===== src/rtl/svc_bridge_pkg.sv =====
package svc_bridge_pkg;

   localparam int IDX_W   = 5;
   localparam int DW      = 64;
   localparam int ROUTE_N = 7;

   localparam logic [IDX_W-1:0] IX_FAULT     = 5'h00;
   localparam logic [IDX_W-1:0] IX_FAULT_AND = 5'h01;
   localparam logic [IDX_W-1:0] IX_FAULT_OR  = 5'h02;
   localparam logic [IDX_W-1:0] IX_ACT0      = 5'h06;
   localparam logic [IDX_W-1:0] IX_ACT1      = 5'h07;
   localparam logic [IDX_W-1:0] IX_BASE      = 5'h0a;
   localparam logic [IDX_W-1:0] IX_SBASE     = 5'h0b;
   localparam logic [IDX_W-1:0] IX_CTL       = 5'h0e;
   localparam logic [IDX_W-1:0] IX_ERRMASK   = 5'h0f;
   localparam logic [IDX_W-1:0] IX_CTL_SET   = 5'h12;
   localparam logic [IDX_W-1:0] IX_CTL_CLR   = 5'h13;
   localparam logic [IDX_W-1:0] IX_DMAHI     = 5'h14;
   localparam logic [IDX_W-1:0] IX_STAT      = 5'h15;
   localparam logic [IDX_W-1:0] IX_CMP       = 5'h1b;

   // memory-mapped word 0 maps onto the base register
   localparam logic [IDX_W-1:0] MM_IDX_BIAS = IX_BASE;

   localparam logic [DW-1:0] RT_KEEP     = 64'h00FF_FFFF_E000_0000;
   localparam logic [DW-1:0] CMP_KEEP    = 64'hFFFF_E00F_0000_0000;
   localparam logic [DW-1:0] RT_PRIO_ALL = 64'h0000_00FF_0000_0000;
   localparam int            RT_SRC_LSB  = 29;

   // slot 0 sits alone at 0x10, slots 1..6 follow contiguously from 0x16
   function automatic logic [IDX_W-1:0] route_index(input int s);
      return (s == 0) ? 5'h10 : IDX_W'(32'h15 + s);
   endfunction

   function automatic logic [DW-1:0] route_keep(input int s);
      return (s == ROUTE_N - 1) ? CMP_KEEP : RT_KEEP;
   endfunction

   function automatic logic [DW-1:0] route_rst(input int s);
      return (s == ROUTE_N - 1) ? '0 : (RT_PRIO_ALL | (DW'(s) << RT_SRC_LSB));
   endfunction

   typedef struct packed {
      logic             fire;
      logic             write;
      logic             hit;
      logic             from_mm;
      logic [IDX_W-1:0] idx;
      logic [DW-1:0]    wdata;
   } acc_t;

endpackage


===== src/rtl/svc_bridge_arb.sv =====
module svc_bridge_arb
   import svc_bridge_pkg::*;
#(
   parameter int PA_W     = 50,
   parameter int WIN_BITS = 20,
   parameter int SCN_AW   = 8
) (
   input  logic              scn_valid,
   input  logic              scn_write,
   input  logic [SCN_AW-1:0] scn_addr,
   input  logic [DW-1:0]     scn_wdata,
   input  logic              mm_valid,
   input  logic              mm_write,
   input  logic [PA_W-1:0]   mm_addr,
   input  logic [DW-1:0]     mm_wdata,
   input  logic              bar_en,
   input  logic [PA_W-1:0]   bar_base,
   output logic              scn_ready,
   output logic              mm_ready,
   output acc_t              acc
);

   localparam int BANK_AW = IDX_W + 3;
   localparam int WORD_W  = WIN_BITS - 3;
   localparam int SUM_W   = WORD_W + 1;

   generate
      if (WIN_BITS < BANK_AW || WIN_BITS >= PA_W) begin : g_bad_win
         $error("svc_bridge_arb: WIN_BITS out of range");
      end
      if (SCN_AW < BANK_AW) begin : g_bad_scn
         $error("svc_bridge_arb: SCN_AW too narrow for the bank");
      end
   endgenerate

   logic [SUM_W-1:0] mm_word_idx;
   logic             mm_in_win;
   logic             mm_in_bank;
   logic             scn_in_bank;
   logic             unused_low;

   assign mm_word_idx = SUM_W'(mm_addr[WIN_BITS-1:3]) + SUM_W'(MM_IDX_BIAS);
   assign mm_in_win   = bar_en && (mm_addr[PA_W-1:WIN_BITS] == bar_base[PA_W-1:WIN_BITS]);
   assign mm_in_bank  = (mm_word_idx[SUM_W-1:IDX_W] == '0);
   assign unused_low  = ^{scn_addr[2:0], mm_addr[2:0], bar_base[WIN_BITS-1:0]};

   generate
      if (SCN_AW > BANK_AW) begin : g_scn_wide
         assign scn_in_bank = (scn_addr[SCN_AW-1:BANK_AW] == '0);
      end else begin : g_scn_exact
         assign scn_in_bank = 1'b1;
      end
   endgenerate

   assign scn_ready = 1'b1;
   assign mm_ready  = ~scn_valid;

   always_comb begin
      acc = '0;
      if (scn_valid) begin
         acc.fire    = 1'b1;
         acc.write   = scn_write;
         acc.hit     = scn_in_bank;
         acc.from_mm = 1'b0;
         acc.idx     = scn_addr[BANK_AW-1:3];
         acc.wdata   = scn_wdata;
      end else if (mm_valid) begin
         acc.fire    = 1'b1;
         acc.write   = mm_write;
         acc.hit     = mm_in_win && mm_in_bank;
         acc.from_mm = 1'b1;
         acc.idx     = mm_word_idx[IDX_W-1:0];
         acc.wdata   = mm_wdata;
      end
   end

endmodule


===== src/rtl/svc_bridge_core.sv =====
module svc_bridge_core
   import svc_bridge_pkg::*;
#(
   parameter int          PA_W     = 50,
   parameter int          WIN_BITS = 20,
   parameter logic [63:0] RST_BAR  = 64'h0003_FFFE_8000_0000
) (
   input  logic               clk,
   input  logic               rst_n,
   input  acc_t               acc,
   input  logic [DW-1:0]      stat_in,
   output logic [DW-1:0]      rd_val,
   output logic               bar_en,
   output logic [PA_W-1:0]    bar_base,
   output logic [ROUTE_N-1:0] route_stb,
   output logic [DW-1:0]      route_data,
   output logic               wr_err
);

   localparam logic [DW-1:0] PA_ONES    = (64'd1 << PA_W) - 64'd1;
   localparam logic [DW-1:0] BASE_KEEP  = (PA_ONES & ~((64'd1 << WIN_BITS) - 64'd1)) | 64'd1;
   localparam logic [DW-1:0] SBASE_KEEP = PA_ONES & ~((64'd1 << 32) - 64'd1);
   localparam logic [DW-1:0] BASE_RST   = (RST_BAR & BASE_KEEP) | 64'd1;

   logic [DW-1:0] fault_q, act0_q, act1_q, base_q, sbase_q;
   logic [DW-1:0] ctl_q, emask_q, dmahi_q;
   logic [DW-1:0] rt_q [ROUTE_N];
   logic [ROUTE_N-1:0] slot_we;
   logic          wr;
   logic          bad_wr;
   logic [DW-1:0] fwd_val;

   assign wr     = acc.fire && acc.write && acc.hit;
   assign bad_wr = wr && ((acc.idx == IX_STAT) || ((acc.idx == IX_BASE) && acc.from_mm));

   generate
      for (genvar s = 0; s < ROUTE_N; s++) begin : g_slot
         assign slot_we[s] = wr && (acc.idx == route_index(s));
      end
   endgenerate

   assign fwd_val = acc.wdata & ((acc.idx == IX_CMP) ? CMP_KEEP : RT_KEEP);

   always_ff @(posedge clk) begin
      if (!rst_n) begin
         fault_q <= '0;
         act0_q  <= '0;
         act1_q  <= '0;
         base_q  <= BASE_RST;
         sbase_q <= '0;
         ctl_q   <= '0;
         emask_q <= '0;
         dmahi_q <= '0;
      end else if (wr) begin
         case (acc.idx)
            IX_FAULT:     fault_q <= acc.wdata;
            IX_FAULT_AND: fault_q <= fault_q & acc.wdata;
            IX_FAULT_OR:  fault_q <= fault_q | acc.wdata;
            IX_ACT0:      act0_q  <= acc.wdata;
            IX_ACT1:      act1_q  <= acc.wdata;
            IX_BASE:      if (!acc.from_mm) base_q <= acc.wdata & BASE_KEEP;
            IX_SBASE:     sbase_q <= acc.wdata & SBASE_KEEP;
            IX_CTL:       ctl_q   <= acc.wdata;
            IX_CTL_SET:   ctl_q   <= ctl_q | acc.wdata;
            IX_CTL_CLR:   ctl_q   <= ctl_q & ~acc.wdata;
            IX_ERRMASK:   emask_q <= acc.wdata;
            IX_DMAHI:     dmahi_q <= acc.wdata;
            default: ;
         endcase
      end
   end

   always_ff @(posedge clk) begin
      if (!rst_n) begin
         for (int s = 0; s < ROUTE_N; s++) rt_q[s] <= route_rst(s);
         route_stb  <= '0;
         route_data <= '0;
         wr_err     <= 1'b0;
      end else begin
         for (int s = 0; s < ROUTE_N; s++) begin
            if (slot_we[s]) rt_q[s] <= acc.wdata & route_keep(s);
         end
         route_stb <= slot_we;
         if (|slot_we) route_data <= fwd_val;
         wr_err <= bad_wr;
      end
   end

   always_comb begin
      rd_val = '1;
      if (acc.hit) begin
         case (acc.idx)
            IX_FAULT:   rd_val = fault_q;
            IX_ACT0:    rd_val = act0_q;
            IX_ACT1:    rd_val = act1_q;
            IX_BASE:    rd_val = base_q;
            IX_SBASE:   rd_val = sbase_q;
            IX_CTL:     rd_val = ctl_q;
            IX_ERRMASK: rd_val = emask_q;
            IX_DMAHI:   rd_val = dmahi_q;
            IX_STAT:    rd_val = stat_in;
            default: ;
         endcase
         for (int s = 0; s < ROUTE_N; s++) begin
            if (acc.idx == route_index(s)) rd_val = rt_q[s];
         end
      end
   end

   assign bar_en   = base_q[0];
   assign bar_base = {base_q[PA_W-1:1], 1'b0};

   AST_AND_NO_SET: assert property (@(posedge clk) disable iff (!rst_n)
      (wr && acc.idx == IX_FAULT_AND) |=> ((fault_q & ~$past(fault_q)) == '0));
   AST_CLR_NO_SET: assert property (@(posedge clk) disable iff (!rst_n)
      (wr && acc.idx == IX_CTL_CLR) |=> ((ctl_q & ~$past(ctl_q)) == '0));
   AST_SET_KEEPS: assert property (@(posedge clk) disable iff (!rst_n)
      (wr && acc.idx == IX_CTL_SET) |=> (($past(ctl_q) & ~ctl_q) == '0));
   AST_MM_BASE_LOCKED: assert property (@(posedge clk) disable iff (!rst_n)
      (wr && acc.from_mm && acc.idx == IX_BASE) |=> ($stable(base_q) && wr_err));
   AST_STAT_ERR: assert property (@(posedge clk) disable iff (!rst_n)
      (acc.fire && acc.write && acc.hit && acc.idx == IX_STAT) |=> wr_err);
   AST_STB_ONEHOT: assert property (@(posedge clk) disable iff (!rst_n)
      $onehot0(route_stb));

endmodule


===== src/rtl/svc_bridge_regs.sv =====
module svc_bridge_regs
   import svc_bridge_pkg::*;
#(
   parameter int          PA_W     = 50,
   parameter int          WIN_BITS = 20,
   parameter int          SCN_AW   = 8,
   parameter logic [63:0] RST_BAR  = 64'h0003_FFFE_8000_0000
) (
   input  logic               clk,
   input  logic               rst_n,
   input  logic               scn_valid,
   output logic               scn_ready,
   input  logic               scn_write,
   input  logic [SCN_AW-1:0]  scn_addr,
   input  logic [63:0]        scn_wdata,
   output logic               scn_rvalid,
   output logic [63:0]        scn_rdata,
   input  logic               mm_valid,
   output logic               mm_ready,
   input  logic               mm_write,
   input  logic [PA_W-1:0]    mm_addr,
   input  logic [63:0]        mm_wdata,
   output logic               mm_rvalid,
   output logic [63:0]        mm_rdata,
   input  logic [63:0]        stat_in,
   output logic               bar_en,
   output logic [PA_W-1:0]    bar_base,
   output logic [ROUTE_N-1:0] route_stb,
   output logic [63:0]        route_data,
   output logic               wr_err
);

   generate
      if (PA_W <= 32 || PA_W > 63) begin : g_bad_pa
         $error("svc_bridge_regs: PA_W must be within 33..63");
      end
   endgenerate

   acc_t          acc;
   logic [DW-1:0] rd_val;

   svc_bridge_arb #(
      .PA_W     (PA_W),
      .WIN_BITS (WIN_BITS),
      .SCN_AW   (SCN_AW)
   ) u_arb (
      .scn_valid (scn_valid),
      .scn_write (scn_write),
      .scn_addr  (scn_addr),
      .scn_wdata (scn_wdata),
      .mm_valid  (mm_valid),
      .mm_write  (mm_write),
      .mm_addr   (mm_addr),
      .mm_wdata  (mm_wdata),
      .bar_en    (bar_en),
      .bar_base  (bar_base),
      .scn_ready (scn_ready),
      .mm_ready  (mm_ready),
      .acc       (acc)
   );

   svc_bridge_core #(
      .PA_W     (PA_W),
      .WIN_BITS (WIN_BITS),
      .RST_BAR  (RST_BAR)
   ) u_core (
      .clk        (clk),
      .rst_n      (rst_n),
      .acc        (acc),
      .stat_in    (stat_in),
      .rd_val     (rd_val),
      .bar_en     (bar_en),
      .bar_base   (bar_base),
      .route_stb  (route_stb),
      .route_data (route_data),
      .wr_err     (wr_err)
   );

   always_ff @(posedge clk) begin
      if (!rst_n) begin
         scn_rvalid <= 1'b0;
         mm_rvalid  <= 1'b0;
         scn_rdata  <= '0;
         mm_rdata   <= '0;
      end else begin
         scn_rvalid <= acc.fire && !acc.write && !acc.from_mm;
         mm_rvalid  <= acc.fire && !acc.write && acc.from_mm;
         if (acc.fire && !acc.write && !acc.from_mm) scn_rdata <= rd_val;
         if (acc.fire && !acc.write && acc.from_mm)  mm_rdata  <= rd_val;
      end
   end

   AST_MM_RVALID_CAUSE: assert property (@(posedge clk) disable iff (!rst_n)
      mm_rvalid |-> $past(mm_valid && mm_ready && !mm_write));
   AST_SCN_RVALID_CAUSE: assert property (@(posedge clk) disable iff (!rst_n)
      scn_rvalid |-> $past(scn_valid && !scn_write));
   AST_ONE_PORT_SERVED: assert property (@(posedge clk) disable iff (!rst_n)
      $onehot0({scn_rvalid, mm_rvalid}));

endmodule


===== config.mk =====
export PLATFORM = sky130hd
export DESIGN_NAME = svc_bridge_regs
export DESIGN_NICKNAME = d
export VERILOG_FILES = /design/src/rtl/svc_bridge_pkg.sv /design/src/rtl/svc_bridge_arb.sv /design/src/rtl/svc_bridge_core.sv /design/src/rtl/svc_bridge_regs.sv
export SDC_FILE = /design/constraint.sdc
export NUM_CORES = 2
export LEC_CHECK = 0
export ABC_AREA = 1
export BUFFER_PORTS_ARGS = -buffer_cell sky130_fd_sc_hd__buf_2
export CAP_MARGIN = 5
export CORE_UTILIZATION = 62
export DETAILED_ROUTE_END_ITERATION = 16
export HOLD_SLACK_MARGIN = 0.03
export PLACE_DENSITY_LB_ADDON = 0.08
export REMOVE_ABC_BUFFERS = 1
export SYNTH_ARGS = -nofsm -noshare
export SYNTH_HDL_FRONTEND = slang
export SYNTH_HIERARCHICAL = 1
export SYNTH_SLANG_ARGS = --single-unit

===== constraint.sdc =====
create_clock -name clk -period 6.8 [get_ports clk]
set_input_delay 1.02 -clock clk [delete_from_list [all_inputs] [get_ports clk]]
set_output_delay 1.02 -clock clk [all_outputs]
set_load 0.05 [all_outputs]

== Word-level counts from Yosys, hierarchy flattened ==
Memories as Yosys holds them, arrays and structs flattened.
Index checks and enable logic that the tools add are counted.

* Bits in registers: 635
* Memories: 1
* Output and inout port bits: 255
* Bits in writable memories: 245

* Reductions and logical operators: 32
* Bitwise gates (word level): 15
* Muxes and demuxes: 43
* Eq/ne operators: 20
* Add/subtract/negate cells: 1

{| class="wikitable"
|+ Memories
! memory !! words !! width !! read ports !! clocked after memory_dff !! wr ports !! RTL line !! source
|-
| u_core.rt_q || 7 || 35 || 7 || 0 || 7 || svc_bridge_core.sv:27 || <nowiki>logic [DW-1:0] rt_q [ROUTE_N];</nowiki>
|}

{| class="wikitable"
|+ Operators by type and width
! cell !! number
|-
| two-way mux 64 bit || 9
|-
| case mux 64 bit (9 select lines) || 1
|-
| case mux 64 bit (3 select lines) || 2
|-
| two-way mux 35 bit || 7
|-
| bitwise AND 64 bit || 3
|-
| two-way mux 73 bit || 2
|-
| bitwise OR 64 bit || 2
|-
| NOT 64 bit || 1
|-
| equality test 5 bit, second input constant || 11
|-
| equality test 30 bit || 1
|-
| two-way mux 1 bit || 22
|-
| equality test 5 x 4 -> 1 bit, second input constant || 4
|-
| adder 17 x 4 -> 18 bit, second input constant || 1
|-
| logical AND 1 bit || 16
|-
| AND reduction 2 bit || 7
|-
| zero test 13 bit || 1
|-
| equality test 5 x 3 -> 1 bit, second input constant || 2
|-
| bitwise OR 1 bit || 7
|-
| OR reduction 7 bit || 1
|-
| nonzero test 3 bit || 2
|-
| equality test 5 x 1 -> 1 bit, second input constant || 1
|-
| equality test 5 x 2 -> 1 bit, second input constant || 1
|-
| zero test 5 bit || 1
|-
| AND reduction 3 bit || 1
|-
| 3 further kinds || 5
|}

== Depth between registers and ports, before layout ==
* Depth after elaboration: 15
* Gate-level depth with buffers: 23
* Depth with buffers taken out: 20

== Cells and area by module ==
The synthesis kept the hierarchy.

{| class="wikitable"
|+ By module, submodules not included
! module !! sequential area each (sq um) !! area each (sq um) !! times used !! cells an instance
|-
| svc_bridge_core || 15,084.5 || 29,562.1 || 1 || 3,756
|-
| svc_bridge_regs || 2,602.5 || 5,330.1 || 1 || 819
|-
| svc_bridge_arb || 0.0 || 1,669.1 || 1 || 323
|}

== Worst setup path before layout ==
No wires, ideal clock.

* Path type: input to register
* Start point: input scn_valid
* End point: memory u_core/rt_q[3][0] (netlist name), enable pin
* Buffers on the path: 3
* Data arrival time: 3,974 ps
* Setup time: 384 ps
* Stages on the path: 14
* Slack: 2,442 ps
* Data required time: 6,416 ps
* Path through: buf_2 nor2_4 buf_4 inv_1 o21ai_0 inv_4 nor2_8 inv_4 nor2_8 nand2_4 nor2_1 inv_1 clkbuf_1 nand2_1

{| class="wikitable"
|+ RTL lines
! item !! RTL line !! source
|-
| start: declaration || svc_bridge_regs.sv:11 || <nowiki>input logic scn_valid,</nowiki>
|-
| end: declaration || svc_bridge_core.sv:27 ||
|}

==> impl_results.md <==
- Status: finished clean
- Minimum clock period: 4966 ps
- Total CTS buffers: 81
- Total clock sinks: 791
- Die area: 59,940 sq um
- Chip Width: 244.8 um
- Area growth, synth to finish: 12.45%
- Post-CTS Resized: 0
- Share of the synthesized area in the top cell type: 0.3318
- Worst VDD drop: 0.2060 mV
- Gate count of the mapped netlist: 4,898
- PwrDens: 264.9 nW/um^2
- Post-synth EDFFs: 185
- Drt wl/cell: 19.57 um
- Total global routing overflow: 0
- Min-delay worst type: register to register
- Global placement routability congestion: 0.8883
- Measured slew at the worst slew-check pin: 1241 ps
- # setup viols final: 0
- Clock power share: 0.409
- Final net count: 5,387
- Final wirelength: 116,800 um
- Slew Limit Headroom: 0.1725
- Final slew viol count: 0
- Most used DFF post-synth: dfxtp_1
- Ys async rst share: 0
- GRT met3 Usage: 0.05795
- CTS tree: built
- Syn Std Cell Area: 36,560 sq um
- Setup TNS: 0 ps
- Port bufs: 454
- Met1 usage: 0.5147
- Final setup margin: 1834 ps
- Clock root buffer: clkbuf_16
- First-pass GRT wire length: 175,500 um
- Post-CTS Setup Bufs: 0
- CP startpoint kind: register
- Worst path slowest cell: inv_2
- Hold path cells: 2
- Worst-Skew Late Latency: 640 ps
- Reg2Reg Launch Point: u_core/base_q[30]
- Worst Path Buf+Inv: 4
- M2 GR Usage: 0.5902
- Antenna violations before repair: 9
- Crit end category: register
- Req. time, crit path: 7350 ps
- RSZ-0062 raised after global routing: no
- Delay-heaviest family, CP: simple AND/OR/NAND/NOR gates
- DRT antenna net count: 0
- Max clock buf depth: 3
- Leakage power: 17.57 nW
- Router iterations before antenna repair: 6
- Design area: 41,110 sq um
- Reg power frac: 0.460
- Syn avg cell area: 7.465 sq um
- Hold Crit Start: u_core/emask_q[4]
- Final Hold Fails: 0
- Register-to-Register Setup Slack: 1830 ps
- Cell Rows: 88
- Post-DP HPWL: 72,420 um
- Vias: 34,615
- Max incr delay on CP: 850 ps
- Placed cell area: 38,460 sq um
- Pin count of the biggest net entering global routing: 192
- Logic pwr share: 0.132
- Drt drc: 0
- Via density: 5.802
- Worst-path cell chain: inv_1 > nand2_1 > nand2_1 > nor2_1 > nand2_1 > nor2_1 > nand2_1 > nor2_1 > nand2_1 > o21bai_4 > nand3_1 > inv_4 > o21ai_4 > inv_2 > o21ai_2 > inv_2 > nand2_1 > a21oi_1
- Synth top cells by count: 983 x nand2_1, 859 x nor2_1, 606 x dfxtp_1
- Core Area: 58,030 sq um
- Yosys warnings: 6
- Dpl cells: 5,812
- Top-Level Pins: 511
- Seq/Total Area, Yosys: 0.4838
- Critical path class: register to register
- Fmax: 201.4 MHz
- Reg2reg end: u_core/ctl_q[1]
- Die span in y: 244.8 um
- Share of cells above drive strength 1: 0.1461
- Maxcap violations: 0
- Fin crit share: 0.7303
- Non-filler cells, final: 5,966
- Most Used Layer, Global Route: met2
- Pint: 7.854 mW
- Hold-fix buffers, CTS: 0
- Net Sw Frac: 0.2789
- Starting density of the core: 0.6301
- Top-count cell post-synth: nand2_1
- Yosys cell types: 52
- Worst r2r path cells: 18
- NetSw: 3.037 mW
- Htree depth: 3
- Tot Pwr: 10.89 mW
- Total track usage: 0.3760
- Pre-CTS setup slack: 1392 ps
- Worst path most repeated cell: nand2_1
- Clock-pin slew on the worst setup and hold paths: 60 ps
- Clock skew: 23.55 ps
- Hold Path End: u_core/emask_q[4]
- CP arrival: 5520 ps
- Yosys reg bits: 791
- Vias in the first global route: 30,638
- Largest cells by area after synthesis: dfxtp_1 33%, edfxtp_1 15%, nand2_1 10%
- Maximum fanout along the worst path: 41
- Top cell type by total area after synthesis: dfxtp_1
- Initial DRC Count: 4,024
[kinds of logic (layout without fill, tap and decap cells)]
kind of cell | after synthesis | count (layout) | share of synthesized area
AO/OA/AOI/OAI | 1061 | 1061 | 0.1664
XOR/XNOR | 3 | 3 | 0.0007188
adder cells (fa/ha/maj) | 1 | 1 | 0.0003422
buffers and inverters | 825 | 1074 | 0.1003
flip-flops | 791 | 791 | 0.4838
other | 2 | 56 | 0.0002054
AND/OR/NAND/NOR | 2215 | 2215 | 0.2483
[cells in the final DEF, fill, tap and decap left out, drive strengths merged, types with 22 or more instances in the layout]
cell type and instances:
clkinv 22, edfxtp 185, nor2 881, inv 418, a22o 67, o21ai 423
dfxtp 606, nand3 230, nand2 996, a221oi 83, clkbuf 124, conb 50
nand4 37, o22ai 30, or2 64, buf 506, a21oi 407
[through the flow]
stage / hold slack (ps) / utilization
after floorplan: 423.9 / -
after global placement: 433.6 / 0.6628
after detailed placement: 438.6 / 0.6628
after CTS: 448.0 / 0.7083
after global routing: 456.0 / 0.7084
final: 446.9 / 0.7085
[state kept, by name, summed over array words and instances, names as in the netlist]
signal,cells
u_core/rt_q,185
scn_rdata,64
mm_rvalid,1
u_core/wr_err,1
u_core/sbase_q,18
u_core/dmahi_q,64
mm_rdata,64
u_core/route_data,35
u_core/emask_q,64
scn_rvalid,1
u_core/route_stb,7
u_core/ctl_q,64
u_core/act0_q,64
u_core/base_q,31
u_core/fault_q,64
u_core/act1_q,64
[cell type report]
cell class	instances	area [sq um]
multi-input cells	3330	15480
repair buffers	506	2738
clock buffers	124	2380
well taps	765	957.2
clock inverters	24	261.5
diodes	6	15.01
flip-flops and latches	791	17690
fillers	4865	16910
inverters	420	1592
[power by group through the flow]
stage,Sequential [mW],Combinational [mW],Clock (mW)
floorplan,5.36,0.641,0
detailed placement,5.11,1.40,0
CTS,5.01,1.41,4.47
finish,5.01,1.43,4.45
global placement,5.10,1.39,0
global route,5.02,1.53,4.66
[per-layer routing]
metal / wire, um / vias up
met3: 12370 / 256
li1: - / 16323
met5: 52 / -
met4: 4427 / 8
met2: 53150 / 2008
met1: 46770 / 16020
[how the worst max path moves through the flow]
stage / cells after the start / end / start / slack [ps]
3_3_place_gp: 10 / u_core/act0_q[46] / scn_valid / 1470
5_1_grt: 16 / u_core/rt_q[3][2] / u_core/base_q[30] / 1610
4_1_cts: 15 / u_core/act1_q[58] / u_core/base_q[30] / 1930
2_1_floorplan: 15 / u_core/act0_q[0] / mm_addr[4] / 110
3_5_place_dp: 10 / u_core/act0_q[9] / scn_valid / 1390
6_report: 18 / u_core/ctl_q[1] / u_core/base_q[30] / 1830
[worst min-delay path: cells and delay by family (launching register included)]
family / cells / cell delay, ps
AO/OA/AOI/OAI: 1 / 50
flip-flops: 1 / 300
buffers and inverters: 1 / 50
Note: power is estimated with default switching activity, not from simulation.
